===== src/rtl/pwr_switch_pkg.sv =====
package pwr_switch_pkg;

    typedef enum logic {
        DB_STABLE = 1'b0,
        DB_SETTLE = 1'b1
    } db_state_e;

    typedef enum logic [1:0] {
        SW_RELEASED = 2'd0,
        SW_HELD     = 2'd1,
        SW_LONG     = 2'd2
    } sw_state_e;

endpackage


===== src/rtl/pwr_switch_sync.sv =====
module pwr_switch_sync #(
    parameter int STAGES = 2
) (
    input  logic clk,
    input  logic rst_n,
    input  logic d_in,
    output logic d_out
);
    logic [STAGES-1:0] chain_q;

    always_ff @(posedge clk or negedge rst_n) begin
        if (!rst_n) chain_q <= '1;
        else        chain_q <= {chain_q[STAGES-2:0], d_in};
    end

    assign d_out = chain_q[STAGES-1];
endmodule


===== src/rtl/pwr_switch_tick.sv =====
module pwr_switch_tick #(
    parameter int TICK_DIV = 33
) (
    input  logic clk,
    input  logic rst_n,
    output logic tick
);
    generate
        if (TICK_DIV <= 1) begin : g_every
            assign tick = 1'b1;
        end else begin : g_div
            localparam int TW = $clog2(TICK_DIV);
            localparam logic [TW-1:0] TLAST = TW'(TICK_DIV - 1);
            logic [TW-1:0] cnt_q;

            always_ff @(posedge clk or negedge rst_n) begin
                if (!rst_n)              cnt_q <= '0;
                else if (cnt_q == TLAST) cnt_q <= '0;
                else                     cnt_q <= cnt_q + 1'b1;
            end

            assign tick = (cnt_q == TLAST);
        end
    endgenerate
endmodule


===== src/rtl/pwr_switch_debounce.sv =====
module pwr_switch_debounce
    import pwr_switch_pkg::*;
#(
    parameter int DEB_TICKS = 15
) (
    input  logic clk,
    input  logic rst_n,
    input  logic tick,
    input  logic sync_lvl,
    output logic db_lvl
);
    localparam int DW = $clog2(DEB_TICKS + 1);
    localparam logic [DW-1:0] DLAST = DW'(DEB_TICKS - 1);

    db_state_e state_q, state_d;
    logic [DW-1:0] cnt_q;
    logic          lvl_q;
    logic          commit;

    assign commit = (state_q == DB_SETTLE) && (sync_lvl != lvl_q) && tick && (cnt_q == DLAST);

    always_comb begin
        state_d = state_q;
        unique case (state_q)
            DB_STABLE: if (sync_lvl != lvl_q) state_d = DB_SETTLE;      // start-settle
            DB_SETTLE: begin
                if (sync_lvl == lvl_q) state_d = DB_STABLE;             // bounce-back
                else if (commit)       state_d = DB_STABLE;             // commit
            end
            default:                   state_d = DB_STABLE;
        endcase
    end

    always_ff @(posedge clk or negedge rst_n) begin
        if (!rst_n) state_q <= DB_STABLE;
        else        state_q <= state_d;
    end

    always_ff @(posedge clk or negedge rst_n) begin
        if (!rst_n) begin
            cnt_q <= '0;
            lvl_q <= 1'b1;
        end else begin
            if (state_q != DB_SETTLE || sync_lvl == lvl_q) cnt_q <= '0;
            else if (tick)                                  cnt_q <= cnt_q + 1'b1;
            if (commit) lvl_q <= sync_lvl;
        end
    end

    assign db_lvl = lvl_q;

    assert_db_follows_R1: assert property (@(posedge clk) disable iff (!rst_n)
        (lvl_q != $past(lvl_q)) |-> (lvl_q == $past(sync_lvl)));
    assert_db_needs_settle_R1: assert property (@(posedge clk) disable iff (!rst_n)
        (lvl_q != $past(lvl_q)) |-> ($past(state_q) == DB_SETTLE));
endmodule


===== src/rtl/pwr_switch_mask.sv =====
module pwr_switch_mask #(
    parameter int MASK_TICKS = 1500
) (
    input  logic clk,
    input  logic rst_n,
    input  logic tick,
    input  logic supply_ok,
    output logic mask_active
);
    localparam int MW = $clog2(MASK_TICKS + 1);
    localparam logic [MW-1:0] MLOAD = MW'(MASK_TICKS);

    logic          supply_q;
    logic [MW-1:0] left_q;
    logic          supply_fall;

    assign supply_fall = supply_q && !supply_ok;

    always_ff @(posedge clk or negedge rst_n) begin
        if (!rst_n) begin
            supply_q <= 1'b0;
            left_q   <= '0;
        end else begin
            supply_q <= supply_ok;
            if (supply_fall)                  left_q <= MLOAD;
            else if (tick && left_q != '0)    left_q <= left_q - 1'b1;
        end
    end

    assign mask_active = (left_q != '0);

    assert_mask_opens_R4: assert property (@(posedge clk) disable iff (!rst_n)
        ($past(supply_q) && !$past(supply_ok)) |-> mask_active);
endmodule


===== src/rtl/pwr_switch_detect.sv =====
module pwr_switch_detect
    import pwr_switch_pkg::*;
#(
    parameter int TICK_DIV   = 33,
    parameter int DEB_TICKS  = 15,
    parameter int MASK_TICKS = 1500,
    parameter int LONG_TICKS = 4000
) (
    input  logic clk,
    input  logic rst_n,
    input  logic sw_raw_n,
    input  logic supply_ok,
    input  logic clr_on,
    input  logic clr_off,
    output logic on_evt,
    output logic off_evt,
    output logic long_evt,
    output logic on_seen,
    output logic off_seen
);
    localparam int LW = $clog2(LONG_TICKS + 1);
    localparam logic [LW-1:0] LLAST = LW'(LONG_TICKS - 1);

    logic tick, sync_lvl, db_lvl, mask_active;

    pwr_switch_tick #(.TICK_DIV(TICK_DIV)) u_tick (
        .clk(clk), .rst_n(rst_n), .tick(tick));

    pwr_switch_sync #(.STAGES(2)) u_sync (
        .clk(clk), .rst_n(rst_n), .d_in(sw_raw_n), .d_out(sync_lvl));

    pwr_switch_debounce #(.DEB_TICKS(DEB_TICKS)) u_deb (
        .clk(clk), .rst_n(rst_n), .tick(tick), .sync_lvl(sync_lvl), .db_lvl(db_lvl));

    pwr_switch_mask #(.MASK_TICKS(MASK_TICKS)) u_mask (
        .clk(clk), .rst_n(rst_n), .tick(tick), .supply_ok(supply_ok),
        .mask_active(mask_active));

    sw_state_e     state_q, state_d;
    logic [LW-1:0] hold_q;
    logic          press, long_hit, on_set, off_set;

    assign press    = (state_q == SW_RELEASED) && !db_lvl;
    assign long_hit = (state_q == SW_HELD) && !db_lvl && tick && (hold_q == LLAST);
    assign on_set   = press && !supply_ok && !mask_active;
    assign off_set  = press && supply_ok;

    always_comb begin
        state_d = state_q;
        unique case (state_q)
            SW_RELEASED: if (!db_lvl) state_d = SW_HELD;              // press
            SW_HELD: begin
                if (db_lvl)        state_d = SW_RELEASED;             // release
                else if (long_hit) state_d = SW_LONG;                 // long-expire
            end
            SW_LONG:     if (db_lvl) state_d = SW_RELEASED;           // release
            default:                 state_d = SW_RELEASED;
        endcase
    end

    always_ff @(posedge clk or negedge rst_n) begin
        if (!rst_n) state_q <= SW_RELEASED;
        else        state_q <= state_d;
    end

    always_ff @(posedge clk or negedge rst_n) begin
        if (!rst_n) begin
            hold_q   <= '0;
            on_evt   <= 1'b0;
            off_evt  <= 1'b0;
            long_evt <= 1'b0;
            on_seen  <= 1'b0;
            off_seen <= 1'b0;
        end else begin
            if (state_q != SW_HELD) hold_q <= '0;
            else if (tick)          hold_q <= hold_q + 1'b1;
            on_evt   <= on_set;
            off_evt  <= off_set;
            long_evt <= long_hit;
            if (on_set)       on_seen <= 1'b1;
            else if (clr_on)  on_seen <= 1'b0;
            if (off_set)      off_seen <= 1'b1;
            else if (clr_off) off_seen <= 1'b0;
        end
    end

    assert_on_off_excl_R2: assert property (@(posedge clk) disable iff (!rst_n)
        !(on_evt && off_evt));
    assert_on_single_R2: assert property (@(posedge clk) disable iff (!rst_n)
        on_evt |=> !on_evt);
    assert_off_needs_supply_R3: assert property (@(posedge clk) disable iff (!rst_n)
        off_evt |-> $past(supply_ok));
    assert_on_unmasked_R4: assert property (@(posedge clk) disable iff (!rst_n)
        on_evt |-> (!$past(mask_active) && !$past(supply_ok)));
    assert_on_sticky_R5: assert property (@(posedge clk) disable iff (!rst_n)
        on_evt |-> on_seen);
    assert_off_sticky_R6: assert property (@(posedge clk) disable iff (!rst_n)
        off_evt |-> off_seen);
    assert_long_when_low_R8: assert property (@(posedge clk) disable iff (!rst_n)
        long_evt |-> !$past(db_lvl));
    assert_long_single_R8: assert property (@(posedge clk) disable iff (!rst_n)
        long_evt |=> !long_evt);
endmodule


===== config.mk =====
export PLATFORM = sky130hd
export DESIGN_NAME = pwr_switch_detect
export DESIGN_NICKNAME = d
export VERILOG_FILES = /design/src/rtl/pwr_switch_pkg.sv /design/src/rtl/pwr_switch_sync.sv /design/src/rtl/pwr_switch_tick.sv /design/src/rtl/pwr_switch_debounce.sv /design/src/rtl/pwr_switch_mask.sv /design/src/rtl/pwr_switch_detect.sv
export SDC_FILE = /design/constraint.sdc
export NUM_CORES = 1
export LEC_CHECK = 0
export BUFFER_PORTS_ARGS = -buffer_cell sky130_fd_sc_hd__buf_2
export CORE_MARGIN = 3
export CORE_UTILIZATION = 54
export DETAILED_ROUTE_END_ITERATION = 10
export MAX_ROUTING_LAYER = met4
export PLACE_DENSITY = 0.71
export SYNTH_ARGS = -nofsm -noshare
export SYNTH_HDL_FRONTEND = slang
export SYNTH_SLANG_ARGS = --single-unit
export TNS_END_PERCENT = 20

===== constraint.sdc =====
create_clock -name clk -period 2 [get_ports clk]
set_input_delay 0.2 -clock clk [delete_from_list [all_inputs] [get_ports clk]]
set_output_delay 0.2 -clock clk [all_outputs]
set_load 0.1 [all_outputs]

==> impl.org <==
** Clock tree
- H-tree depth reported by CTS :: 2
- Clock tree synthesis inserted a total of 5 buffers.
- Clock Latency Late Sink :: 0.30 ns
- The tree is rooted in a clkbuf_8.
- CTS saw 45 sinks.
- Maximum clock path buffer count :: 2
- Clock-pin slew of the registers on the worst-case setup and hold paths :: 0.09 ns
- TritonCTS built the clock tree.

** Die
- 11 I/O pins were placed.
- In this run the horizontal extent of the chip is 69.04 um.
- Die height :: approximately 69 um
- The core region is around 0.0037 mm^2.
- The initial utilization of the core area, before any placement, comes to 0.5732.
- The floorplan step defined a die boundary enclosing 0.004766 mm^2.
- The initialized floorplan defines 22 standard-cell rows.

** Global routing
- The number of antenna violations at the first check in global routing is 0.
- Remaining global-route overflow :: 0
- Entering global routing, the biggest net connects 46 pins.
- The first global-routing pass estimated 7.210 mm of wire.
- The number of global-route vias before repair came to approximately 1600.
- In the global route stage, overall resource usage came out at 0.1925.

** Yosys
- Dominant cell type by area after synthesis :: dfrtp_1
- Synth area leaders :: dfrtp_1 (49%), xnor2_1 (4.9%), nor2_1 (4.2%)
- Synth top area share :: 0.4898
- The portion of synthesized area spent on multiplexers is 0.01983.
- Compound-gate portion of the synthesized area :: 0.08746
- Gate count of the mapped netlist :: 213
- Post-synthesis sequential element count :: 45
- For this run, asynchronously set or reset flops after synthesis account for 1.000.
- Of the total synthesized cell area, the portion taken by AND, OR, NAND and NOR gates is 0.2397.
- Post-Synth Adder-Cell Area :: 0.03499
- In the synthesized netlist the dominant register cell turns out to be dfrtp_1.
- Synthesis instantiated 40 different standard cells from the library.
- Of the total synthesized cell area, the portion taken by XOR and XNOR cells is 0.05714.
- Total of warnings raised by yosys :: 0
- Synthesized Nets :: 225
- Share of synthesized area occupied by flip-flops and latches :: 0.5265
- The average instance in the mapped netlist occupies 10.07 um^2.
- Counting flops with a built-in enable in the synthesized netlist gives 0.
- Dominant combinational cell family by area after synthesis :: simple AND/OR/NAND/NOR gates
- The synthesized netlist occupies a cell area of 0.002146 mm^2.

** Outcome
- Run status :: completed

** Timing
- Setup repair after global routing missed its margin :: false
- After layout, the worst setup slack is 0.09423 ns.
- Max-slew violation count :: 0
- Time the worst path needs with I/O delays and setup :: 1.906 ns
- At the pin with the least slew margin, the transition time is roughly 0.54 ns.
- Measured against its own limit, the worst slew margin works out to 0.6427.
- On the final layout, the worst hold slack is 0.06594 ns.
- Clock Skew :: around 0.016 ns
- The total count of hold-check failures in the final report was 0.
- Period utilisation layout :: 0.9529
- Timing would allow up to about 0.52 GHz.
- Setup violations remaining at the end of the flow were counted as 0.

** Setup path
- CP top delay family :: simple AND/OR/NAND/NOR gates
- At the worst endpoint, the required time is between 2 and 2.5 ns.
- The setup check on the worst reg-to-reg path leaves a slack of 0.09 ns.
- The worst setup path is launched from a register.
- For this design, the slowest cell found on the critical path is or4b_4.
- Crit-path max FO :: 4
- Critical path's largest stage delay :: ~0.55 ns
- CP cell instances :: inv_1, ha_1, nand4bb_1, or4b_4, or3_1, a21oi_1
- At the worst endpoint, the arrival time is between 2 and 2.5 ns.
- Endpoint kind of the worst setup timing path :: register
- The critical path in this run is classified as register to register.
- Combined buffer and inverter count along the critical path :: 1

** Placed design
- After detailed placement, the design holds a cell count of 273.
- Buffers added on ports :: 10
- Placer congestion estimate :: 0.8262
- The wire-length estimate of the detail-placed layout is 2.940 mm.
- Placement-stage worst setup slack :: 0.07497 ns

** Drt
- The detailed router finished its first iteration with 89 violations.
- Count of vias placed by the detailed router :: 1604
- First-pass DRT Iterations :: 4
- Post-DR vias/cell :: 5.668
- For this run, design rule violations remaining after detail routing come to 0.
- Total wirelength of the detailed-routed design :: 4.108 mm
- Post-DR wirelength/cell :: 14.52 um
- The detail route stage leaves a number of antenna-violating nets equal to 0.

** Cells and area
- At the end of the flow, the number of nets in the layout was between 200 and 250.
- Of the cells placed in the final design, the portion with a size suffix greater than 1 is 0.1787.
- Synth-to-layout area growth :: 13.82%
- ANT cells :: 0
- Once layout is complete, the cells apart from fillers number between 200 and 300.

** Power
- Peak supply drop :: 0.0005984 V
- Pwr per Cell Area :: 667.5 mW/mm^2
- Leakage power total :: 1.056 nW

** Min path
- Class of the tightest hold or removal check :: primary input to register

** Flow run
- Number of maximum-capacitance constraint violations :: 0
## worst register-to-register path: cells and delay by family (launching register included)
family / cells / cell delay [ns]
adder cells (fa/ha/maj): 1 / 0.15
AND/OR/NAND/NOR: 3 / 1.04
flip-flops: 1 / 0.42
AO/OA/AOI/OAI: 1 / 0.15
buffers and inverters: 1 / 0.07
## cells by family (layout without fill, tap and decap cells)
| kind of cell | Yosys count | count (layout) |
|---|---|---|
| and+or+nand+nor | 95 | 95 |
| xor gates and xnor gates | 14 | 14 |
| DFF | 45 | 45 |
| muxes | 4 | 4 |
| buffers and inverters | 18 | 40 |
| adders and majority gates | 6 | 6 |
| AOI/OAI and AO/OA | 31 | 31 |
## cell usage in the layout (no fill, tap or decap), types with 3 or more instances in the layout
master / n
a21oi_1: 11
nand2b_1: 3
or3_1: 3
a31oi_1: 4
and3_1: 3
dfstp_2: 3
dfrtp_1: 42
nor4_1: 5
inv_1: 12
a31o_2: 3
o21ai_0: 8
nand3_1: 9
buf_4: 8
nand2_1: 18
nand4_1: 4
nor3_1: 6
nor2_1: 23
buf_2: 10
xnor2_1: 12
ha_1: 6
and4_1: 4
clkbuf_8: 5
## cell type report
cell class,instances,area [um^2]
Fill cell,314,1301
Sequential cell,45,1130
Multi-Input combinational cell,150,965.9
Timing Repair Buffer,20,130.1
Clock buffer,6,72.57
Tap cell,48,60.06
Inverter,12,45.04
Clock inverter,2,38.79
## metal layers
layer / vias up / global-route usage / part of all wire
li1: 788 / - / -
met1: 789 / 0.2512 / 0.45
met2: 23 / 0.2966 / 0.51
met3: 4 / 0.04082 / 0.029
met4: 0 / 0.07158 / 0.0083
met5: - / - / 0
## registers in the layout, summed over array words and instances, names as in the netlist
| name | flops |
|---|---|
| u_sync.chain_q | 2 |
| off_seen | 1 |
| state_q | 2 |
| on_evt | 1 |
| u_deb.state_q | 1 |
| hold_q | 12 |
| u_deb.db_lvl | 1 |
| u_mask.supply_q | 1 |
| on_seen | 1 |
| u_deb.cnt_q | 4 |
| u_tick.g_div.cnt_q | 6 |
| off_evt | 1 |
| u_mask.left_q | 11 |
| long_evt | 1 |
## where the power goes
group	switching, mW	total (mW)	internal, mW
registers	0.00294	0.918	0.915
clock network	0.297	0.672	0.375
logic	0.0271	0.0397	0.0127
total	0.327	1.63	1.30
## cell usage after synthesis, types with 3 or more instances
| cell type | number |
|---|---|
| clkbuf_1 | 3 |
| nand3_1 | 9 |
| nor3_1 | 6 |
| a31oi_1 | 4 |
| nand4_1 | 4 |
| or3_1 | 3 |
| nand2b_1 | 3 |
| and4_1 | 4 |
| and3_1 | 3 |
| a21oi_1 | 11 |
| nor2_1 | 24 |
| a31o_2 | 3 |
| dfstp_2 | 3 |
| xnor2_1 | 12 |
| inv_1 | 12 |
| ha_1 | 6 |
| o21ai_0 | 8 |
| nor4_1 | 5 |
| nand2_1 | 18 |
| dfrtp_1 | 42 |
## through the flow
step / util / area [um^2] / power, mW / TNS (ns)
4_1_cts: 0.6461 / 2419 / 1.645 / 0
5_1_grt: 0.6524 / 2442 / 1.701 / 0
3_3_place_gp: 0.6110 / 2287 / 0.9727 / 0
6_report: 0.6524 / 2442 / 1.630 / 0
3_5_place_dp: 0.6110 / 2287 / 0.9737 / 0
2_1_floorplan: - / 2146 / 0.9463 / -0.01227
## worst paths after layout
path / from / end / cells after the start
max reg2reg: u_tick.g_div.cnt_q[0] / hold_q[8] / 6
max in group asynchronous: rst_n / u_tick.g_div.cnt_q[4] / 3
max: u_tick.g_div.cnt_q[0] / hold_q[8] / 6
min: supply_ok / u_mask.supply_q / 1
min in group asynchronous: rst_n / on_evt / 3
min reg2reg: u_sync.chain_q[0] / u_sync.chain_q[1] / 0
## repair_timing
action | CTS | global route
endpoints found under the hold margin | 35 | 0
endpoints found under the setup margin | 0 | 9
resized for setup | 0 | 5
setup buffers | 0 | 0
hold buffers | 2 | 0
(Power assumes the default switching activity.)
